`src/rtl/usr_pkg.sv`:
```
// Shared types for the universal shift register.
// Assumes a two-bit mode select, with the encodings below fixed by the interface.
package usr_pkg;
    typedef enum logic [1:0] {
        MODE_HOLD = 2'b00,
        MODE_UP   = 2'b01,
        MODE_DN   = 2'b10,
        MODE_LOAD = 2'b11
    } usr_mode_e;
endpackage

```
`src/rtl/usr_mode_dec.sv`:
```
// Turns the raw mode-select bits into the mode type and a load flag.
// Assumes mode_sel is synchronous to clk. The decode is purely combinational.
module usr_mode_dec
    import usr_pkg::*;
(
    input  logic [1:0] mode_sel,
    output usr_mode_e  mode,
    output logic       is_load
);
    // Cast the select bits to the mode type and flag load mode.
    always_comb begin
        mode    = usr_mode_e'(mode_sel);
        is_load = (mode == MODE_LOAD);
    end
endmodule

```
`src/rtl/usr_shift_core.sv`:
```
// W-bit register with hold, up shift, down shift and parallel load.
// Assumes an asynchronous active-low reset. Each bit slice picks its next
// value from itself, its two neighbours or the parallel input.
module usr_shift_core
    import usr_pkg::*;
#(
    parameter int W = 8
) (
    input  logic         clk,
    input  logic         rst_n,
    input  usr_mode_e    mode,
    input  logic         ser_in_up,
    input  logic         ser_in_dn,
    input  logic [W-1:0] par_in,
    output logic [W-1:0] q
);
    localparam int TOP = W - 1;

    logic [W-1:0] nxt;

    for (genvar i = 0; i < W; i++) begin : g_bit
        logic from_below;
        logic from_above;

        if (i == 0) begin : g_lo
            assign from_below = ser_in_up;
        end else begin : g_lo_mid
            assign from_below = q[i-1];
        end

        if (i == TOP) begin : g_hi
            assign from_above = ser_in_dn;
        end else begin : g_hi_mid
            assign from_above = q[i+1];
        end

        // Select this bit's next value from the decoded mode.
        always_comb begin
            unique case (mode)
                MODE_UP:   nxt[i] = from_below;
                MODE_DN:   nxt[i] = from_above;
                MODE_LOAD: nxt[i] = par_in[i];
                default:   nxt[i] = q[i];
            endcase
        end
    end

    // State register: cleared at once by reset, otherwise updated on the rising edge.
    always_ff @(posedge clk or negedge rst_n) begin
        if (!rst_n) begin
            q <= '0;
        end else begin
            q <= nxt;
        end
    end
endmodule

```
`src/rtl/usr_bus_ctl.sv`:
```
// Driver-enable logic for the shared parallel bus.
// Assumes both enables are active low. The drivers are released when either
// enable is high, and also in load mode so that an outside source can drive the pins.
module usr_bus_ctl (
    input  logic oe_a_n,
    input  logic oe_b_n,
    input  logic is_load,
    output logic bus_oe
);
    // Drive only when both enables are asserted and no load is selected.
    always_comb begin
        bus_oe = !(oe_a_n || oe_b_n) && !is_load;
    end
endmodule

```
`src/rtl/usr_shift_reg.sv`:
```
// Top of the universal shift register with a shared parallel bus.
// The bidirectional bus is split into bus_in, bus_out and bus_oe for the pad ring.
// The serial end bits leave on dedicated outputs, which are never disabled.
module usr_shift_reg
    import usr_pkg::*;
#(
    parameter int W = 8
) (
    input  logic         clk,
    input  logic         rst_n,
    input  logic [1:0]   mode_sel,
    input  logic         ser_in_up,
    input  logic         ser_in_dn,
    input  logic         oe_a_n,
    input  logic         oe_b_n,
    input  logic [W-1:0] bus_in,
    output logic [W-1:0] bus_out,
    output logic         bus_oe,
    output logic         ser_out_lo,
    output logic         ser_out_hi
);
    usr_mode_e    mode;
    logic         is_load;
    logic [W-1:0] q;

    usr_mode_dec u_dec (
        .mode_sel (mode_sel),
        .mode     (mode),
        .is_load  (is_load)
    );

    usr_shift_core #(.W(W)) u_core (
        .clk       (clk),
        .rst_n     (rst_n),
        .mode      (mode),
        .ser_in_up (ser_in_up),
        .ser_in_dn (ser_in_dn),
        .par_in    (bus_in),
        .q         (q)
    );

    usr_bus_ctl u_bus (
        .oe_a_n  (oe_a_n),
        .oe_b_n  (oe_b_n),
        .is_load (is_load),
        .bus_oe  (bus_oe)
    );

    // Send the register contents to the bus and to the serial end outputs.
    always_comb begin
        bus_out    = q;
        ser_out_lo = q[0];
        ser_out_hi = q[W-1];
    end
endmodule

```
`config.mk`:
```
export PLATFORM = sky130hd
export DESIGN_NAME = usr_shift_reg
export DESIGN_NICKNAME = d
export VERILOG_FILES = /design/src/rtl/usr_pkg.sv /design/src/rtl/usr_mode_dec.sv /design/src/rtl/usr_shift_core.sv /design/src/rtl/usr_bus_ctl.sv /design/src/rtl/usr_shift_reg.sv
export SDC_FILE = /design/constraint.sdc
export NUM_CORES = 1
export LEC_CHECK = 0
export BUFFER_PORTS_ARGS = -buffer_cell sky130_fd_sc_hd__buf_2
export CORE_AREA = 2 2 39 41
export DETAILED_ROUTE_END_ITERATION = 10
export DIE_AREA = 0 0 41 43
export PLACE_DENSITY_LB_ADDON = 0.08
export SYNTH_ARGS = -nofsm -noshare
export SYNTH_HDL_FRONTEND = slang
export SYNTH_SLANG_ARGS = --single-unit
```
`constraint.sdc`:
```
create_clock -name clk -period 1.9 [get_ports clk]
set_input_delay 0.095 -clock clk [delete_from_list [all_inputs] [get_ports clk]]
set_output_delay 0.095 -clock clk [all_outputs]
set_load 0.02 [all_outputs]
```
==> flow_summary.json, run 1 <==
{
  "cts_buffers": 3,
  "required_ns": 2.02,
  "grt_pass1_vias": 305,
  "hp-class": "primary input to flip-flop",
  "power_density_nw_per_um2": 1000,
  "syn_inst": 21,
  "largestRegisters": "u_core.q: 8 flops",
  "hold_violations": 0,
  "cpMaxStageDelayCell": "mux4_2",
  "synth_compound_area_frac": 0.0176,
  "reg2reg_from": "u_core.q[4]$_DFFE_PN0P_",
  "grt_pass1_wl_microns": 1390,
  "pwr-share-clk": 0.225,
  "rsz0062_at_grt": "false",
  "cts-root-buf": "clkbuf_4",
  "fmax_ghz": 0.993,
  "fp.dieW_microns": 41,
  "synthXorXnorAreaFrac": 0,
  "start_kind": "flip-flop",
  "clkSlewWorstSetupHoldPaths_ns": 0.05,
  "r2r_end": "u_core.q[5]$_DFFE_PN0P_",
  "wl_per_cell_microns": 14.3,
  "postRouteWirelength_microns": 901,
  "cp_top_family": "multiplexers",
  "max-vdd-ir-drop_mv": 0.359,
  "yosysWarnings": 0,
  "synth_fa_ha_area_frac": 0,
  "hold_start": "bus_in[1]",
  "fin_area_sq_um": 571,
  "ios": 27,
  "tightest_slew_ns": 0.260,
  "p_sw_frac": 0.334,
  "antenna_found_initial": 0,
  "hold_path_end": "u_core.q[1]$_DFFE_PN0P_",
  "core_area_sq_um": 1380,
  "drt_iter0_drc": 6,
  "final_max_slew_viol_count": 0,
  "yosysSeqAreaShare": 0.471,
  "area_growth_pct": 34.1,
  "synth_area_per_cell_sq_um": 20.3,
  "synth_cell_types": 5,
  "min_delay_path_depth": 2,
  "cts_hold_buf": 1,
  "final_core_util": 0.412,
  "setup_slack_ns": 0.893,
  "seqPwrFrac": 0.427,
  "yosys.area.top_type": "dfrtp_1",
  "synth-seq-cells": 8,
  "gp_congestion": 0.642,
  "largest_reg_flops": 8,
  "drv_cap": 0,
  "ff2ff_setup_slack_ns": 0.89,
  "max_slew_margin": 0.826,
  "syn_area_sq_um": 425,
  "cts_sinks": 8,
  "synth.top_cell.area_share": 0.471,
  "fin_worst_skew_ns": 0.00237,
  "dpl_cell_area_sq_um": 538,
  "htreeDepth": 1,
  "period_share": 0.530,
  "die_h_microns": 43,
  "post-place-ws_ns": 0.855,
  "power_frac_comb": 0.348,
  "p_int_mw": 0.380,
  "critPathBufInv": 0,
  "vias": 307,
  "setup_viol": 0,
  "slowest_delay_ns": 0.47,
  "vias_per_cell": 4.87,
  "synth_area_leaders": "dfrtp_1 (47%), mux4_2 (42%), buf_6 (5.3%)",
  "die-area_sq_um": 1760,
  "rows": 14,
  "most-common-layout-cells": "buf_2 (26), mux4_2 (8), dfrtp_1 (8)",
  "initial_core_util": 0.307,
  "synth-simple-area-share": 0,
  "worstSetupEndpointType": "flip-flop",
  "cts_max_path_buffers": 2,
  "track_usage": 0.124,
  "cts_tree": "built",
  "cp.arrival_ns": 1.12,
  "final_common_cell": "buf_2",
  "r2r_cells": 1,
  "cts_setup_buffers": 0,
  "top_register": "u_core.q",
  "syn_nets": 37,
  "p_switching_mw": 0.191,
  "diodes": 0,
  "run_status": "finished clean",
  "power.leakage_nw": 0.267,
  "antenna_left": 0,
  "cp_max_fo": 4,
  "io_buffers": 26,
  "crit_chain": "mux4_2",
  "post_cts_resized": 0,
  "drc": 0,
  "nets": 65,
  "synth_top_family_by_area": "multiplexers",
  "grt_overflow": 0,
  "crit_type": "flip-flop to flip-flop",
  "clock_latency_ns": 0.25,
  "dp_hpwl_microns": 727,
  "grt_max_degree": 10,
  "fin_setup_tns_ns": 0,
  "synth.area.mux_share": 0.424,
  "final.min_clock_period_ns": 1.01,
  "drtPass1Iterations": 2,
  "drive_above_1_share": 0.787
}
==> synthesized netlist by cell type <==
cell	n
dfrtp_1	8
a211oi_1	1
mux4_2	8
buf_4	2
buf_6	2
==> per-stage QoR <==
step / hold slack [ns] / std cells / total power, mW
6_report: 0.160 / 63 / 0.570
5_1_grt: 0.158 / 63 / 0.610
4_1_cts: 0.148 / 63 / 0.585
3_5_place_dp: -0.0483 / 59 / 0.447
3_3_place_gp: -0.0589 / 59 / 0.439
2_1_floorplan: -0.201 / 21 / 0.381
==> cell type report <==
class	count	area, sq um
multi-input cells	9	188
clock buffers	3	22.5
well taps	16	20.0
repair buffers	27	140
fillers	137	813
flip-flops and latches	8	200
==> power by group through the flow <==
stage	Clock (mW)	Combinational, mW	Sequential, mW
CTS	0.139	0.202	0.244
floorplan	0	0.0964	0.285
detailed placement	0	0.199	0.248
finish	0.129	0.198	0.244
global placement	0	0.196	0.243
global route	0.147	0.212	0.250
==> metal layers <==
metal  up-vias  global-route usage  part of all wire
met5         -                   0                 0
met4         0              0.0400                 0
met3         0              0.0628             0.073
met1       150               0.174              0.43
li1        139                   -                 -
met2        18               0.166              0.50
==> worst max-delay path by stage <==
stage / startpoint / end / slack [ns] / cells past startpoint
floorplan: u_core.q[7]$_DFFE_PN0P_ / u_core.q[6]$_DFFE_PN0P_ / 0.85 / 1
global placement: mode_sel[0] / u_core.q[2]$_DFFE_PN0P_ / 0.89 / 2
detailed placement: mode_sel[0] / u_core.q[4]$_DFFE_PN0P_ / 0.86 / 2
CTS: u_core.q[4]$_DFFE_PN0P_ / u_core.q[5]$_DFFE_PN0P_ / 0.89 / 1
global route: u_core.q[5]$_DFFE_PN0P_ / u_core.q[5]$_DFFE_PN0P_ / 0.87 / 1
finish: u_core.q[4]$_DFFE_PN0P_ / u_core.q[5]$_DFFE_PN0P_ / 0.89 / 1
==> logic make-up (layout without fill, tap and decap cells) <==
logic type / after synthesis / after routing
AO/OA/AOI/OAI: 1 / 1
buffers and inverters: 4 / 30
flip-flops: 8 / 8
multiplexers: 8 / 8
No activity file was read; power rests on OpenSTA's default activity.
==> run 2, diff against run 1 <==
==> constraint.sdc (replaced) <==
create_clock -name clk -period 1.06 [get_ports clk]
set_input_delay 0.053 -clock clk [delete_from_list [all_inputs] [get_ports clk]]
set_output_delay 0.053 -clock clk [all_outputs]
set_load 0.02 [all_outputs]
==> run 2 against run 1 <==
Effect of this change:
- register-to-register slack worse by 0.83 ns
- combinational power increased by 80%
- sequential share of layout area shrank 0.46 points
- non-clock buffer count increased by 1
- first-iteration DRC count fell by 83%
==> flow_summary.json, run 2 (synthesis results as in run 1) <==
{
  "hp-class": "primary input to flip-flop",
  "most-common-layout-cells": "buf_2 (26), mux4_2 (8), dfrtp_1 (8)",
  "grt_pass1_vias": 307,
  "gp_congestion": 0.687,
  "area_growth_pct": 35.9,
  "cts_tree": "built",
  "grt_pass1_wl_microns": 1430,
  "ios": 27,
  "total_power_mw": 1.02,
  "clock_latency_ns": 0.25,
  "wl_met3_microns": 69,
  "slowest_delay_ns": 0.46,
  "run_status": "finished clean",
  "cp_max_fo": 4,
  "die-area_sq_um": 1760,
  "largestRegisters": "u_core.q: 8 flops",
  "final_common_cell": "buf_2",
  "io_buffers": 26,
  "initial_core_util": 0.307,
  "cp.arrival_ns": 1.11,
  "antenna_left": 0,
  "start_kind": "flip-flop",
  "top_layer": "met3",
  "wl_per_cell_microns": 13.4,
  "fin_setup_tns_ns": 0,
  "drt_iter0_drc": 1,
  "hold_violations": 0,
  "setup_viol": 0,
  "rsz0062_at_grt": "false",
  "grt_max_degree": 10,
  "crit_chain": "mux4_2",
  "worstSetupEndpointType": "flip-flop",
  "power.leakage_nw": 0.272,
  "postRouteWirelength_microns": 855,
  "rows": 14,
  "clkSlewWorstSetupHoldPaths_ns": 0.06,
  "max_slew_margin": 0.829,
  "drtPass1Iterations": 2,
  "drv_cap": 0,
  "cpMaxStageDelayCell": "mux4_2",
  "crit_type": "flip-flop to flip-flop",
  "htreeDepth": 1,
  "antenna_found_initial": 0,
  "cts_sinks": 8,
  "core_area_sq_um": 1380,
  "dpl_cell_area_sq_um": 546,
  "wl_met2_microns": 451,
  "top_register": "u_core.q",
  "fin_cells": 64,
  "fmax_ghz": 1.00,
  "grt_overflow": 0,
  "cts_max_path_buffers": 2,
  "fin_worst_skew_ns": 0.00394,
  "drc": 0,
  "diodes": 0,
  "track_usage": 0.122,
  "tightest_slew_ns": 0.257,
  "wl_met1_microns": 333,
  "cts-root-buf": "clkbuf_4",
  "period_share": 0.942,
  "max-vdd-ir-drop_mv": 0.606,
  "nets": 66,
  "vias_per_cell": 5.00,
  "power_density_nw_per_um2": 1770,
  "whs_ns": 0.119,
  "largest_reg_flops": 8,
  "final_max_slew_viol_count": 0,
  "fin_area_sq_um": 578,
  "cts_buffers": 3,
  "vias": 320,
  "critPathBufInv": 0,
  "required_ns": 1.18,
  "nFillCells": 147,
  "cp_top_family": "multiplexers",
  "drive_above_1_share": 0.792,
  "die_h_microns": 43,
  "dp_cells": 60,
  "final.min_clock_period_ns": 0.999,
  "fp.dieW_microns": 41
}
==> run 2: changes by cell type in the layout (fill, tap and decap cells not counted) <==
cell   delta
buf_4     +1
==> run 2: layout make-up <==
| type | count | area (sq um) | area share |
|---|---|---|---|
| repair buffers | 28 | 148 | 0.255 |
| multi-input cells | 9 | 188 | 0.325 |
| well taps | 16 | 20.0 | 0.0346 |
| clock buffers | 3 | 22.5 | 0.0390 |
| flip-flops and latches | 8 | 200 | 0.346 |
==> run 2: what timing repair did <==
item                                   in CTS  in global routing
gates resized for setup                     0                  0
endpoints found under the hold margin       8                  0
setup buffers                               0                  0
hold buffers                                1                  0
==> run 2: through the flow <==
step / util / setup WS (ns)
after CTS: 0.418 / 0.0477
after global routing: 0.418 / 0.0277
after global placement: 0.394 / 0.0721
final: 0.418 / 0.0613
after floorplan: - / 0.00959
after detailed placement: 0.394 / 0.0584
==> run 2: where the power goes <==
group | leakage [nW] | switching (mW) | internal (mW)
Clock | 0.0138 | 0.103 | 0.130
Sequential | 0.0937 | 0.0621 | 0.372
Combinational | 0.165 | 0.175 | 0.181
==> run 2: final timing paths <==
check                                        startpoint  cells past startpoint                      end  slack (ns)
worst max-delay path            u_core.q[4]$_DFFE_PN0P_                      1  u_core.q[4]$_DFFE_PN0P_        0.06
worst min-delay path                          bus_in[0]                      2  u_core.q[0]$_DFFE_PN0P_        0.12
worst max register to register  u_core.q[4]$_DFFE_PN0P_                      1  u_core.q[4]$_DFFE_PN0P_        0.06
worst min register to register  u_core.q[0]$_DFFE_PN0P_                      1  u_core.q[0]$_DFFE_PN0P_        0.63
max in group asynchronous                         rst_n                      2  u_core.q[5]$_DFFE_PN0P_        0.72
min in group asynchronous                         rst_n                      2  u_core.q[0]$_DFFE_PN0P_        0.17
==> run 2: routing by layer <==
metal,vias to the layer above,global-route usage
met5,-,0
met4,0,0.0400
met3,0,0.0471
met2,16,0.181
met1,163,0.159
li1,141,-
==> run 3, diff against run 2 <==
==> constraint.sdc (replaced) <==
create_clock -name clk -period 0.95 [get_ports clk]
set_input_delay 0.0475 -clock clk [delete_from_list [all_inputs] [get_ports clk]]
set_output_delay 0.0475 -clock clk [all_outputs]
set_load 0.02 [all_outputs]
==> run 3 against run 2 <==
Effect of this change:
- the flow now finishes with violations (setup timing)
- clock-buffer cell count did not move
- first-iteration DRC count stayed put
- routed wire length is 5.3% higher
- sequential power grew 15%
- non-clock buffer count increased by 1
- critical path depth unchanged
- sequential share of layout area fell by 0.28 points
- power grew 16%
- utilization rose by 2.4 points
- design area grew 5.8%
- highest routed layer unchanged
==> flow_summary.json, run 3 (synthesis results as in run 1) <==
{
  "power_density_nw_per_um2": 1940,
  "drv_cap": 0,
  "cp_max_fo": 4,
  "wl_per_cell_microns": 13.8,
  "largestRegisters": "u_core.q: 8 flops",
  "seqCellArea_sq_um": 210,
  "crit_chain": "mux4_2",
  "area_growth_pct": 43.8,
  "cts_max_path_buffers": 2,
  "pwr-share-clk": 0.209,
  "required_ns": 1.06,
  "htreeDepth": 1,
  "tightest_slew_ns": 0.265,
  "die-area_sq_um": 1760,
  "vias_per_cell": 4.86,
  "max-vdd-ir-drop_mv": 0.615,
  "fin_worst_skew_ns": 0.00208,
  "cts_setup_buffers": 0,
  "final_core_util": 0.442,
  "final_common_cell": "buf_2",
  "cts_sinks": 8,
  "antenna_left": 0,
  "seqPwrFrac": 0.423,
  "drc": 0,
  "top_register": "u_core.q",
  "fmax_ghz": 0.986,
  "nets": 67,
  "cp.arrival_ns": 1.12,
  "multi_input_area_sq_um": 188,
  "postRouteWirelength_microns": 900,
  "grt_pass1_vias": 322,
  "grt_pass1_wl_microns": 1480,
  "vias": 316,
  "initial_core_util": 0.307,
  "p_sw_frac": 0.319,
  "cpMaxStageDelayCell": "mux4_2",
  "cts-root-buf": "clkbuf_4",
  "p_switching_mw": 0.378,
  "hold_violations": 0,
  "fin_cells": 65,
  "nFillCells": 135,
  "setup_viol": 8,
  "run_status": "complete, but fails checks",
  "drt_iter0_drc": 1,
  "setup_slack_ns": -0.0646,
  "most-common-layout-cells": "buf_2 (24), mux4_2 (8), dfrtp_2 (8)",
  "power_frac_comb": 0.368,
  "cts_buffers": 3,
  "dp_cells": 61,
  "slowest_delay_ns": 0.47,
  "gp_congestion": 0.689,
  "power.leakage_nw": 0.274,
  "fp.dieW_microns": 41,
  "rsz0062_at_grt": "true",
  "track_usage": 0.132,
  "ios": 27,
  "diodes": 0,
  "max_slew_margin": 0.824,
  "clkSlewWorstSetupHoldPaths_ns": 0.05,
  "io_buffers": 26,
  "antenna_found_initial": 0,
  "p_int_mw": 0.807,
  "die_h_microns": 43,
  "rows": 14,
  "drive_above_1_share": 0.959,
  "fin_setup_tns_ns": -0.429,
  "clock_latency_ns": 0.24,
  "total_power_mw": 1.19,
  "violations": "setup timing",
  "start_kind": "flip-flop",
  "worstSetupEndpointType": "flip-flop",
  "cts_tree": "built",
  "critPathBufInv": 0,
  "hp-class": "primary input to flip-flop",
  "period_share": 1.07,
  "final_max_slew_viol_count": 0,
  "final.min_clock_period_ns": 1.01,
  "core_area_sq_um": 1380,
  "largest_reg_flops": 8,
  "grt_overflow": 0,
  "drtPass1Iterations": 2,
  "crit_type": "flip-flop to flip-flop",
  "grt_max_degree": 10,
  "cp_top_family": "multiplexers"
}
## run 3: changes by cell type in the layout (fill, tap and decap cells not counted)
cell,previous run,this run
dfrtp_1,8,0
buf_2,26,24
buf_6,0,3
dfrtp_2,0,8
## run 3: path summary, 6_finish.rpt
path | start | endpoint | slack [ns] | cells past startpoint
max | u_core.q[1]$_DFFE_PN0P_ | u_core.q[0]$_DFFE_PN0P_ | -0.06 | 1
min | bus_in[2] | u_core.q[2]$_DFFE_PN0P_ | 0.12 | 2
max reg2reg | u_core.q[1]$_DFFE_PN0P_ | u_core.q[0]$_DFFE_PN0P_ | -0.06 | 1
min reg2reg | u_core.q[3]$_DFFE_PN0P_ | u_core.q[2]$_DFFE_PN0P_ | 0.63 | 1
max in group asynchronous | rst_n | u_core.q[0]$_DFFE_PN0P_ | 0.60 | 2
min in group asynchronous | rst_n | u_core.q[7]$_DFFE_PN0P_ | 0.17 | 2
## run 3: routing by layer
metal	global-route usage	vias to the layer above	part of all wire
met5	0	-	0
met4	0.0600	0	0
met3	0.0471	0	0.081
met2	0.172	17	0.50
met1	0.191	158	0.41
li1	-	141	-
## run 3: final cells by class
cell class / instances / share of cell area
sequential: 8 / 0.344
multi-input combinational: 9 / 0.307
timing repair buffer: 29 / 0.280
clock buffer: 3 / 0.0368
tap: 16 / 0.0327
## run 3: power groups by stage
stage / registers, mW / clock network, mW / logic [mW]
after floorplan: 0.585 / 0 / 0.193
after global placement: 0.499 / 0 / 0.411
after detailed placement: 0.508 / 0 / 0.414
after CTS: 0.504 / 0.261 / 0.443
after global routing: 0.518 / 0.289 / 0.465
final: 0.501 / 0.248 / 0.436
## run 3: metrics by stage
stage | hold slack, ns | setup WS (ns) | cell area, sq um
finish | 0.117 | -0.0646 | 612
global route | 0.115 | -0.0870 | 612
detailed placement | -0.0983 | -0.0679 | 563
CTS | 0.110 | -0.0720 | 612
floorplan | -0.248 | -0.0805 | 435
global placement | -0.102 | -0.0485 | 563
## run 3: timing repair
action                                  CTS  global route
hold buffers                              1             0
endpoints found under the hold margin     8             0
gates resized for setup                   5             0
endpoints found under the setup margin   10            10
